$ cat src/rtl/brf_pkg.sv
package brf_pkg;

  // Which storage owns the current effective address
  typedef enum logic [1:0] {
    TGT_SFR  = 2'd0,
    TGT_GPR0 = 2'd1,
    TGT_GPR1 = 2'd2,
    TGT_NONE = 2'd3
  } brf_tgt_e;

endpackage

$ cat src/rtl/brf_addr_map.sv
module brf_addr_map
  import brf_pkg::*;
#(
  parameter int OFS_W    = 7,
  parameter int SFR_SPAN = 32,
  parameter int G0_LO    = 32,
  parameter int G1_LO    = 32,
  parameter int G1_SPAN  = 32,
  parameter int MIR_LO   = 112,
  parameter int G0_AW    = 7,
  parameter int G1_AW    = 5
) (
  input  logic [OFS_W-1:0] ofs,
  input  logic             bank,
  output brf_tgt_e         tgt,
  output logic [G0_AW-1:0] g0_idx,
  output logic [G1_AW-1:0] g1_idx,
  output logic [OFS_W:0]   eff
);

  localparam logic [OFS_W-1:0] SFR_END_V = OFS_W'(SFR_SPAN);
  localparam logic [OFS_W-1:0] G0_LO_V   = OFS_W'(G0_LO);
  localparam logic [OFS_W-1:0] G1_LO_V   = OFS_W'(G1_LO);
  localparam logic [OFS_W-1:0] G1_END_V  = OFS_W'(G1_LO + G1_SPAN);
  localparam logic [OFS_W-1:0] MIR_LO_V  = OFS_W'(MIR_LO);

  logic [OFS_W-1:0] g0_rel;
  logic [OFS_W-1:0] g1_rel;

  // The alias window keeps the same offset, so the bank-0 index serves both names
  always_comb begin
    eff    = {bank, ofs};
    g0_rel = ofs - G0_LO_V;
    g1_rel = ofs - G1_LO_V;
    g0_idx = G0_AW'(g0_rel);
    g1_idx = G1_AW'(g1_rel);
    if (ofs < SFR_END_V) begin
      tgt = TGT_SFR;
    end else if (!bank) begin
      tgt = (ofs >= G0_LO_V) ? TGT_GPR0 : TGT_NONE;
    end else if ((ofs >= G1_LO_V) && (ofs < G1_END_V)) begin
      tgt = TGT_GPR1;
    end else if (ofs >= MIR_LO_V) begin
      tgt = TGT_GPR0;
    end else begin
      tgt = TGT_NONE;
    end
  end

endmodule

$ cat src/rtl/brf_gpr_ram.sv
module brf_gpr_ram #(
  parameter int DEPTH = 96,
  parameter int DW    = 8,
  parameter int AW    = (DEPTH > 1) ? $clog2(DEPTH) : 1
) (
  input  logic          clk,
  input  logic          we,
  input  logic [AW-1:0] idx,
  input  logic [DW-1:0] wdata,
  output logic [DW-1:0] rdata
);

  logic [DW-1:0] mem [DEPTH];

  // Write port on the clock edge; read port asynchronous (distributed RAM)
  always_ff @(posedge clk) begin
    if (we) begin
      mem[idx] <= wdata;
    end
  end

  assign rdata = mem[idx];

endmodule

$ cat src/rtl/banked_regfile.sv
module banked_regfile
  import brf_pkg::*;
#(
  parameter int OFS_W    = 7,
  parameter int DW       = 8,
  parameter int SFR_SPAN = 32,
  parameter int G0_LO    = 32,
  parameter int G1_LO    = 32,
  parameter int G1_SPAN  = 32,
  parameter int MIR_LO   = 112
) (
  input  logic             clk,
  input  logic             rst,
  input  logic [OFS_W-1:0] addr_i,
  input  logic             bank_i,
  input  logic             rd_i,
  input  logic             wr_i,
  input  logic [DW-1:0]    wdata_i,
  output logic [DW-1:0]    rdata_o,
  output logic [OFS_W:0]   sfr_addr_o,
  output logic             sfr_rd_o,
  output logic             sfr_wr_o,
  output logic [DW-1:0]    sfr_wdata_o,
  input  logic [DW-1:0]    sfr_rdata_i
);

  localparam int G0_DEPTH = (1 << OFS_W) - G0_LO;
  localparam int G0_AW    = $clog2(G0_DEPTH);
  localparam int G1_AW    = $clog2(G1_SPAN);

  brf_tgt_e         tgt;
  logic [G0_AW-1:0] g0_idx;
  logic [G1_AW-1:0] g1_idx;
  logic [OFS_W:0]   eff;
  logic             wr_ok;
  logic             g0_we;
  logic             g1_we;
  logic [DW-1:0]    g0_q;
  logic [DW-1:0]    g1_q;

  brf_addr_map #(
    .OFS_W   (OFS_W),
    .SFR_SPAN(SFR_SPAN),
    .G0_LO   (G0_LO),
    .G1_LO   (G1_LO),
    .G1_SPAN (G1_SPAN),
    .MIR_LO  (MIR_LO),
    .G0_AW   (G0_AW),
    .G1_AW   (G1_AW)
  ) u_map (
    .ofs   (addr_i),
    .bank  (bank_i),
    .tgt   (tgt),
    .g0_idx(g0_idx),
    .g1_idx(g1_idx),
    .eff   (eff)
  );

  assign wr_ok = wr_i && !rst;
  assign g0_we = wr_ok && (tgt == TGT_GPR0);
  assign g1_we = wr_ok && (tgt == TGT_GPR1);

  brf_gpr_ram #(.DEPTH(G0_DEPTH), .DW(DW), .AW(G0_AW)) u_gpr0 (
    .clk  (clk),
    .we   (g0_we),
    .idx  (g0_idx),
    .wdata(wdata_i),
    .rdata(g0_q)
  );

  brf_gpr_ram #(.DEPTH(G1_SPAN), .DW(DW), .AW(G1_AW)) u_gpr1 (
    .clk  (clk),
    .we   (g1_we),
    .idx  (g1_idx),
    .wdata(wdata_i),
    .rdata(g1_q)
  );

  // Special-function port
  assign sfr_addr_o  = eff;
  assign sfr_wdata_o = wdata_i;
  assign sfr_rd_o    = rd_i && (tgt == TGT_SFR);
  assign sfr_wr_o    = wr_ok && (tgt == TGT_SFR);

  always_comb begin
    unique case (tgt)
      TGT_SFR:  rdata_o = sfr_rdata_i;
      TGT_GPR0: rdata_o = g0_q;
      TGT_GPR1: rdata_o = g1_q;
      default:  rdata_o = '0;
    endcase
  end

endmodule

$ cat config.mk
export PLATFORM = sky130hd
export DESIGN_NAME = banked_regfile
export DESIGN_NICKNAME = d
export VERILOG_FILES = /design/src/rtl/brf_pkg.sv /design/src/rtl/brf_addr_map.sv /design/src/rtl/brf_gpr_ram.sv /design/src/rtl/banked_regfile.sv
export SDC_FILE = /design/constraint.sdc
export NUM_CORES = 1
export LEC_CHECK = 0
export BUFFER_PORTS_ARGS = -buffer_cell sky130_fd_sc_hd__buf_2
export CAP_MARGIN = 20
export CORE_MARGIN = 2
export CORE_UTILIZATION = 50
export DETAILED_ROUTE_END_ITERATION = 8
export PLACE_DENSITY_LB_ADDON = 0.08
export SLEW_MARGIN = 25
export SYNTH_ARGS = -nofsm -noshare
export SYNTH_HDL_FRONTEND = slang
export SYNTH_HIERARCHICAL = 1
export SYNTH_SLANG_ARGS = --single-unit
$ cat constraint.sdc
create_clock -name clk -period 7.3 [get_ports clk]
set_input_delay 0.73 -clock clk [delete_from_list [all_inputs] [get_ports clk]]
set_output_delay 0.73 -clock clk [all_outputs]
set_load 0.02 [all_outputs]
==> impl_metrics.csv, run 1 <==
group,metric,value,unit
cts,cts_root_buf,"clkbuf_16",
job,cap_violations,0,
cts,post_cts_buffers,0,
placed_design,dpl.cell_count,3141,
status,outcome,"complete, no violations",
cts,cts_resized,0,
synth,ys_seq_elements,1024,
finish,drive_gt1_share,19.1,%
pwr,intPower,9.75,mW
routing,drc,0,
sta,relSlewSlack,24.5,%
sta,setup_viol,0,
cts,cts_hold_buffers,0,
worst_setup_path,path_class,"in -> out",
placed_design,gp_congestion,0.840,
cts,clock_path_buffers,3,
routing,wl,105,mm
synth,async_flop_share,0,%
die,io_pins,54,
worst_setup_path,crit_chain,"buf_2, buf_4, inv_2, buf_4, nor2_1, a22oi_1, o211ai_1, o21ai_0, a221oi_1, mux2i_1, o2bb2ai_1, buf_2",
grt,grt_util_all_layers,25.4,%
worst_setup_path,crit_fanout,22,
finish,final_cell_count_no_fill,3333,
routing,vias,21400,
synth,netlist.area_leader.share,75.9,%
worst_setup_path,cp_slowest_cell,"a221oi_1",
worst_setup_path,endpoint_kind,"primary output",
finish,area_growth,11.3,%
worst_hold_path,hp-class,"in -> reg",
sta,tightest_slew,1.12,ns
worst_setup_path,required,6.57,ns
pwr,p_per_area,274,nW/um2
grt,overflow,0,
routing,drtIter0Drc,2484,
pwr,finalPower,12.4,mW
die,initial_core_util,50.4,%
synth,synth_ff_type,"edfxtp_1",
die,core,80400,um2
finish,fillers,6125,
die,die_y,289,um
pwr,p_sw,2.63,mW
cts,clkSinkCount,1024,
synth,synth_area_leaders,"edfxtp_1, mux4_2, mux2i_1, nor2_1, o22ai_1",
sta,fin_crit_sh,71.5,%
pwr,p_seq_share,52.3,%
grt,antenna_found_initial,2,
sta,hold_viol,0,
pwr,swShare,21.3,%
pwr,p_clk_share,42.2,%
sta,setup_tns,0,ns
sta,rsz0062_at_grt,"false",
worst_setup_path,crit_buf_inv,5,
routing,via_per_inst,6.42,
grt,grt_pass1_vias,20800,
routing,drtPass1Iterations,5,
synth,yosys.area.top_type,"edfxtp_1",
cts,path_clk_slew,0.06,ns
finish,final_util,56.1,%
die,rows,104,
synth,yosysSeqAreaShare,75.9,%
worst_setup_path,cp_top_family,"buffers and inverters",
die,dieArea,83400,um2
sta,finalMaxSlewViolations,0,
pwr,p_comb_share,5.5,%
placed_design,dp_hpwl,62.8,mm
synth,yosys_warnings,6,
cts,cts_tree,"done",
synth,synthCells,2129,
grt,grt_max_degree,96,
sta,period_needed,5.22,ns
synth,synth_nets,2160,
worst_setup_path,critPathMaxStageDelay,0.67,ns
die,die-width,289,um
routing,ant_nets,0,
sta,max_freq,192,MHz
grt,grt_pass1_wl,151,mm
synth,synth.most_common_cell,"edfxtp_1",
synth,syn_area_per_cell,19.0,um2
cts,numCtsBuffers,104,
routing,wl_per_cell,31.5,um
finish,nets,2219,
pwr,p_leak,14.4,nW
placed_design,portBuffers,53,
synth,syn_area,40500,um2
worst_setup_path,worstSetupStartpointType,"input port",
pwr,irDropWorstVdd,0.264,mV
synth,synthDistinctLibCells,71,
cts,htreeDepth,3,
synth,synth_edf_count,1024,
synth,synth_common_cells,"edfxtp_1, mux2i_1, nor2_1, mux4_2",
worst_setup_path,cp_data_arrival_time,4.49,ns
-- worst paths after layout --
check / from / endpoint / depth (start not counted)
setup / recovery: addr_i[4] / rdata_o[4] / 12
hold / removal: wdata_i[5] / u_gpr0/mem[95][5] / 1
-- stage by stage --
step                      worst slack, ns  instance area (um2)  hold slack [ns]
final                                2.08                45100            0.363
after detailed placement             2.15                41800             1.03
after CTS                            2.15                45100            0.339
after global routing                 2.00                45100            0.360
after global placement               2.11                41700             1.03
after floorplan                      3.71                40500            0.829
-- layout by cell type, fill, tap and decap left out, types with 9 or more instances in the layout --
cell       count
a21oi_1       24
a221oi_1      44
a22oi_1       36
buf_2         42
buf_4         54
bufinv_16     11
clkbuf_1      29
clkbuf_16    107
clkinv_1      28
clkinv_2       9
edfxtp_1    1024
mux2_2        24
mux2i_1      177
mux4_2       147
nand2_1       68
nand3_1       12
nor2_1       147
nor2b_1       10
nor3_1        15
nor4_1        16
o21ai_0       13
o221ai_1      12
o22ai_1       68
o2bb2ai_1     13
-- power groups by stage --
stage / logic (mW) / registers, mW / clock network (mW)
floorplan: 0.373 / 6.60 / 0
global placement: 0.667 / 6.60 / 0
detailed placement: 0.673 / 6.60 / 0
CTS: 0.675 / 6.48 / 5.32
global route: 0.712 / 6.47 / 5.54
finish: 0.677 / 6.48 / 5.23
-- routing by layer --
layer  global-route usage, %  vias up  routed length (um)
met5                       0        -                  28
met4                    6.37        4                2190
met3                    4.19      145                8700
met2                    39.4     1049               49300
met1                    38.1    11300               44900
li1                        -     8874                   -
-- final cells by class --
cell class	count	area (um2)	area share, %
flip-flops and latches	1024	30700	68.1
multi-input cells	944	8920	19.8
clock buffers	136	2790	6.17
well taps	1060	1330	2.94
repair buffers	104	768	1.70
clock inverters	54	536	1.19
inverters	10	37.5	0.0832
diodes	1	2.50	0.00554
-- state kept, by name, summed over array words and instances (netlist names) --
| signal | count |
|---|---|
| u_gpr0/mem | 768 |
| u_gpr1/mem | 256 |
-- kinds of logic after synthesis --
kind of cell	Yosys count	share of synthesized area, %
flip-flops	1024	75.9
multiplexers	348	13.2
AND/OR/NAND/NOR	329	3.83
AO/OA/AOI/OAI	264	4.77
buffers and inverters	161	2.25
adder cells (fa/ha/maj)	3	0.0926
Power figures use the tool's default switching activity.
==> inputs of run 2 (changes only) <==
ABC_AREA = 1   (was unset)
clock period = 4.3 ns   (was 7.3 ns; I/O delays follow)
==> run 2 against run 1 <==
Effect of this change:
- utilization is essentially flat
- synthesized area grew 9.3%
- sequential power grew 70%
- synthesized cell count grew 100%
- combinational power grew 98%
- sequential share of layout area shrank 5.9 points
- die area grew 9.1%
- cell area grew 9.5%
- critical path depth grew 3
- largest cell class unchanged
==> impl_metrics.csv, run 2 <==
group,metric,value,unit
cts,cts_resized,0,
worst_setup_path,cp_slowest_cell,"nor2_1",
grt,grt_max_degree,156,
pwr,irDropWorstVdd,0.464,mV
cts,cts_tree,"done",
finish,fillers,7616,
worst_setup_path,critPathMaxStageDelay,0.36,ns
worst_setup_path,path_class,"in -> out",
placed_design,gp_congestion,0.849,
cts,numCtsBuffers,109,
worst_setup_path,crit_buf_inv,5,
finish,final_common_cell,"nand2_1",
cts,clock_path_buffers,3,
sta,period_needed,3.81,ns
status,outcome,"complete, no violations",
routing,wl,116,mm
worst_setup_path,crit_fanout,44,
die,core,88100,um2
grt,grt_pass1_wl,173,mm
sta,tightest_slew,1.05,ns
grt,grt_util_all_layers,25.5,%
worst_hold_path,hp-class,"in -> reg",
die,dieArea,91000,um2
grt,overflow,0,
worst_setup_path,endpoint_kind,"primary output",
pwr,finalPower,21.2,mW
synth,synth_common_cells,"nand2_1, edfxtp_1, nor2_1, inv_1, nand3_1",
finish,top_regs,"u_gpr0/mem: 768 flops, u_gpr1/mem: 256 flops",
synth,syn_area_per_cell,10.4,um2
sta,relSlewSlack,29.6,%
synth,synthCells,4273,
routing,ant_nets,0,
synth,syn_area,44300,um2
cts,cts_hold_buffers,0,
synth,synthDistinctLibCells,27,
sta,finalMaxSlewViolations,0,
job,cap_violations,0,
pwr,p_leak,20.1,nW
synth,async_flop_share,0,%
routing,drtIter0Drc,2623,
routing,drtPass1Iterations,6,
die,die_y,302,um
finish,regMostFlops,"u_gpr0/mem",
routing,wl_per_cell,20.7,um
routing,via_per_inst,5.23,
synth,synth_area_leaders,"edfxtp_1, nand2_1, nor2_1, inv_1, nand3_1",
worst_setup_path,worstSetupStartpointType,"input port",
synth,synth_ff_type,"edfxtp_1",
worst_setup_path,cp_top_family,"simple AND/OR/NAND/NOR gates",
sta,fin_crit_sh,88.7,%
synth,yosys.area.top_type,"edfxtp_1",
routing,drc,0,
synth,yosysSeqAreaShare,69.4,%
synth,synth_nets,4304,
grt,antenna_found_initial,2,
placed_design,portBuffers,53,
pwr,p_per_area,429,nW/um2
finish,drive_gt1_share,9.49,%
synth,synth.most_common_cell,"nand2_1",
cts,clkSinkCount,1024,
cts,path_clk_slew,0.06,ns
cts,post_cts_buffers,0,
synth,ys_seq_elements,1024,
die,rows,109,
sta,setup_tns,0,ns
sta,rsz0062_at_grt,"false",
cts,htreeDepth,3,
finish,area_growth,11.6,%
die,die-width,302,um
synth,synth_edf_count,1024,
synth,netlist.area_leader.share,69.4,%
finish,layout_common_cells,"nand2_1, edfxtp_1, nor2_1, inv_1, nand3_1",
cts,cts_root_buf,"clkbuf_16",
worst_setup_path,crit_chain,"buf_8, inv_6, buf_4, buf_4, o21ai_0, nand2_1, nor2_1, nor2_1, nor2_1, nand2_1, nand2_1, nand3_1, nand3_1, nand3_1, buf_2",
finish,nets,4394,
placed_design,dp_hpwl,68.6,mm
worst_setup_path,required,3.87,ns
grt,grt_pass1_vias,27700,
worst_setup_path,cp_data_arrival_time,3.38,ns
synth,yosys_warnings,6,
routing,vias,29400,
finish,largest_reg_flops,768,
sta,max_freq,262,MHz
die,io_pins,54,
sta,hold_viol,0,
sta,setup_viol,0,
die,initial_core_util,50.3,%
run 2: changes by cell type after synthesis, moves of 147 or more:
cell | before | now
inv_1 | 8 | 293
mux2i_1 | 177 | 0
mux4_2 | 147 | 0
nand2_1 | 68 | 1816
nand3_1 | 12 | 210
nor2_1 | 155 | 459
run 2: path summary, 6_finish.rpt:
kind  startpoint                 to  slack [ns]  cells past startpoint
max    addr_i[0]         rdata_o[4]        0.49                     15
min   wdata_i[5]  u_gpr0/mem[31][5]        0.19                      1
run 2: layer usage:
layer	vias up	GRT usage (%)	share of wire [%]
met4	2	7.45	2.4
met1	14300	36.6	44
met3	180	3.00	6.3
met2	909	41.3	47
li1	14000	-	-
met5	-	0	0.0069
run 2: cells by family (layout without fill, tap and decap cells):
group                    Yosys count  count (layout)  synth area share (%)
buffers and inverters            528             703                  5.55
AND/OR/NAND/NOR                 2626            2626                  23.7
flip-flops                      1024            1024                  69.4
AO/OA/AOI/OAI                     92              92                  1.21
other                              0               3                     0
adder cells (fa/ha/maj)            3               3                0.0848
run 2: stage by stage:
stage          util (%)  instances  area [um2]  setup slack (ns)  hold WS [ns]
6_report           56.1       5616       49400             0.486         0.186
5_1_grt            56.1       5613       49400             0.402         0.196
2_1_floorplan         -       4273       44300              1.75         0.529
3_5_place_dp       52.3       5417       46100             0.431         0.899
3_3_place_gp       52.3       5417       46100             0.502         0.897
4_1_cts            56.1       5613       49400             0.562         0.161
run 2: cell type report:
cell class | count | area (um2) | share of cell area [%]
clock buffer | 135 | 2870 | 5.80
antenna | 3 | 7.51 | 0.0152
clock inverter | 61 | 448 | 0.907
tap | 1165 | 1460 | 2.95
sequential | 1024 | 30700 | 62.2
inverter | 312 | 1180 | 2.38
multi-input combinational | 2721 | 11100 | 22.5
timing repair buffer | 195 | 1600 | 3.24
run 2: report_power, final:
part	internal [mW]	switching, mW	leakage [nW]	total, mW
clock network	5.05	3.80	1.63	8.85
logic	0.329	1.01	9.30	1.34
registers	11.0	0.00251	9.20	11.0
total	16.4	4.81	20.1	21.2
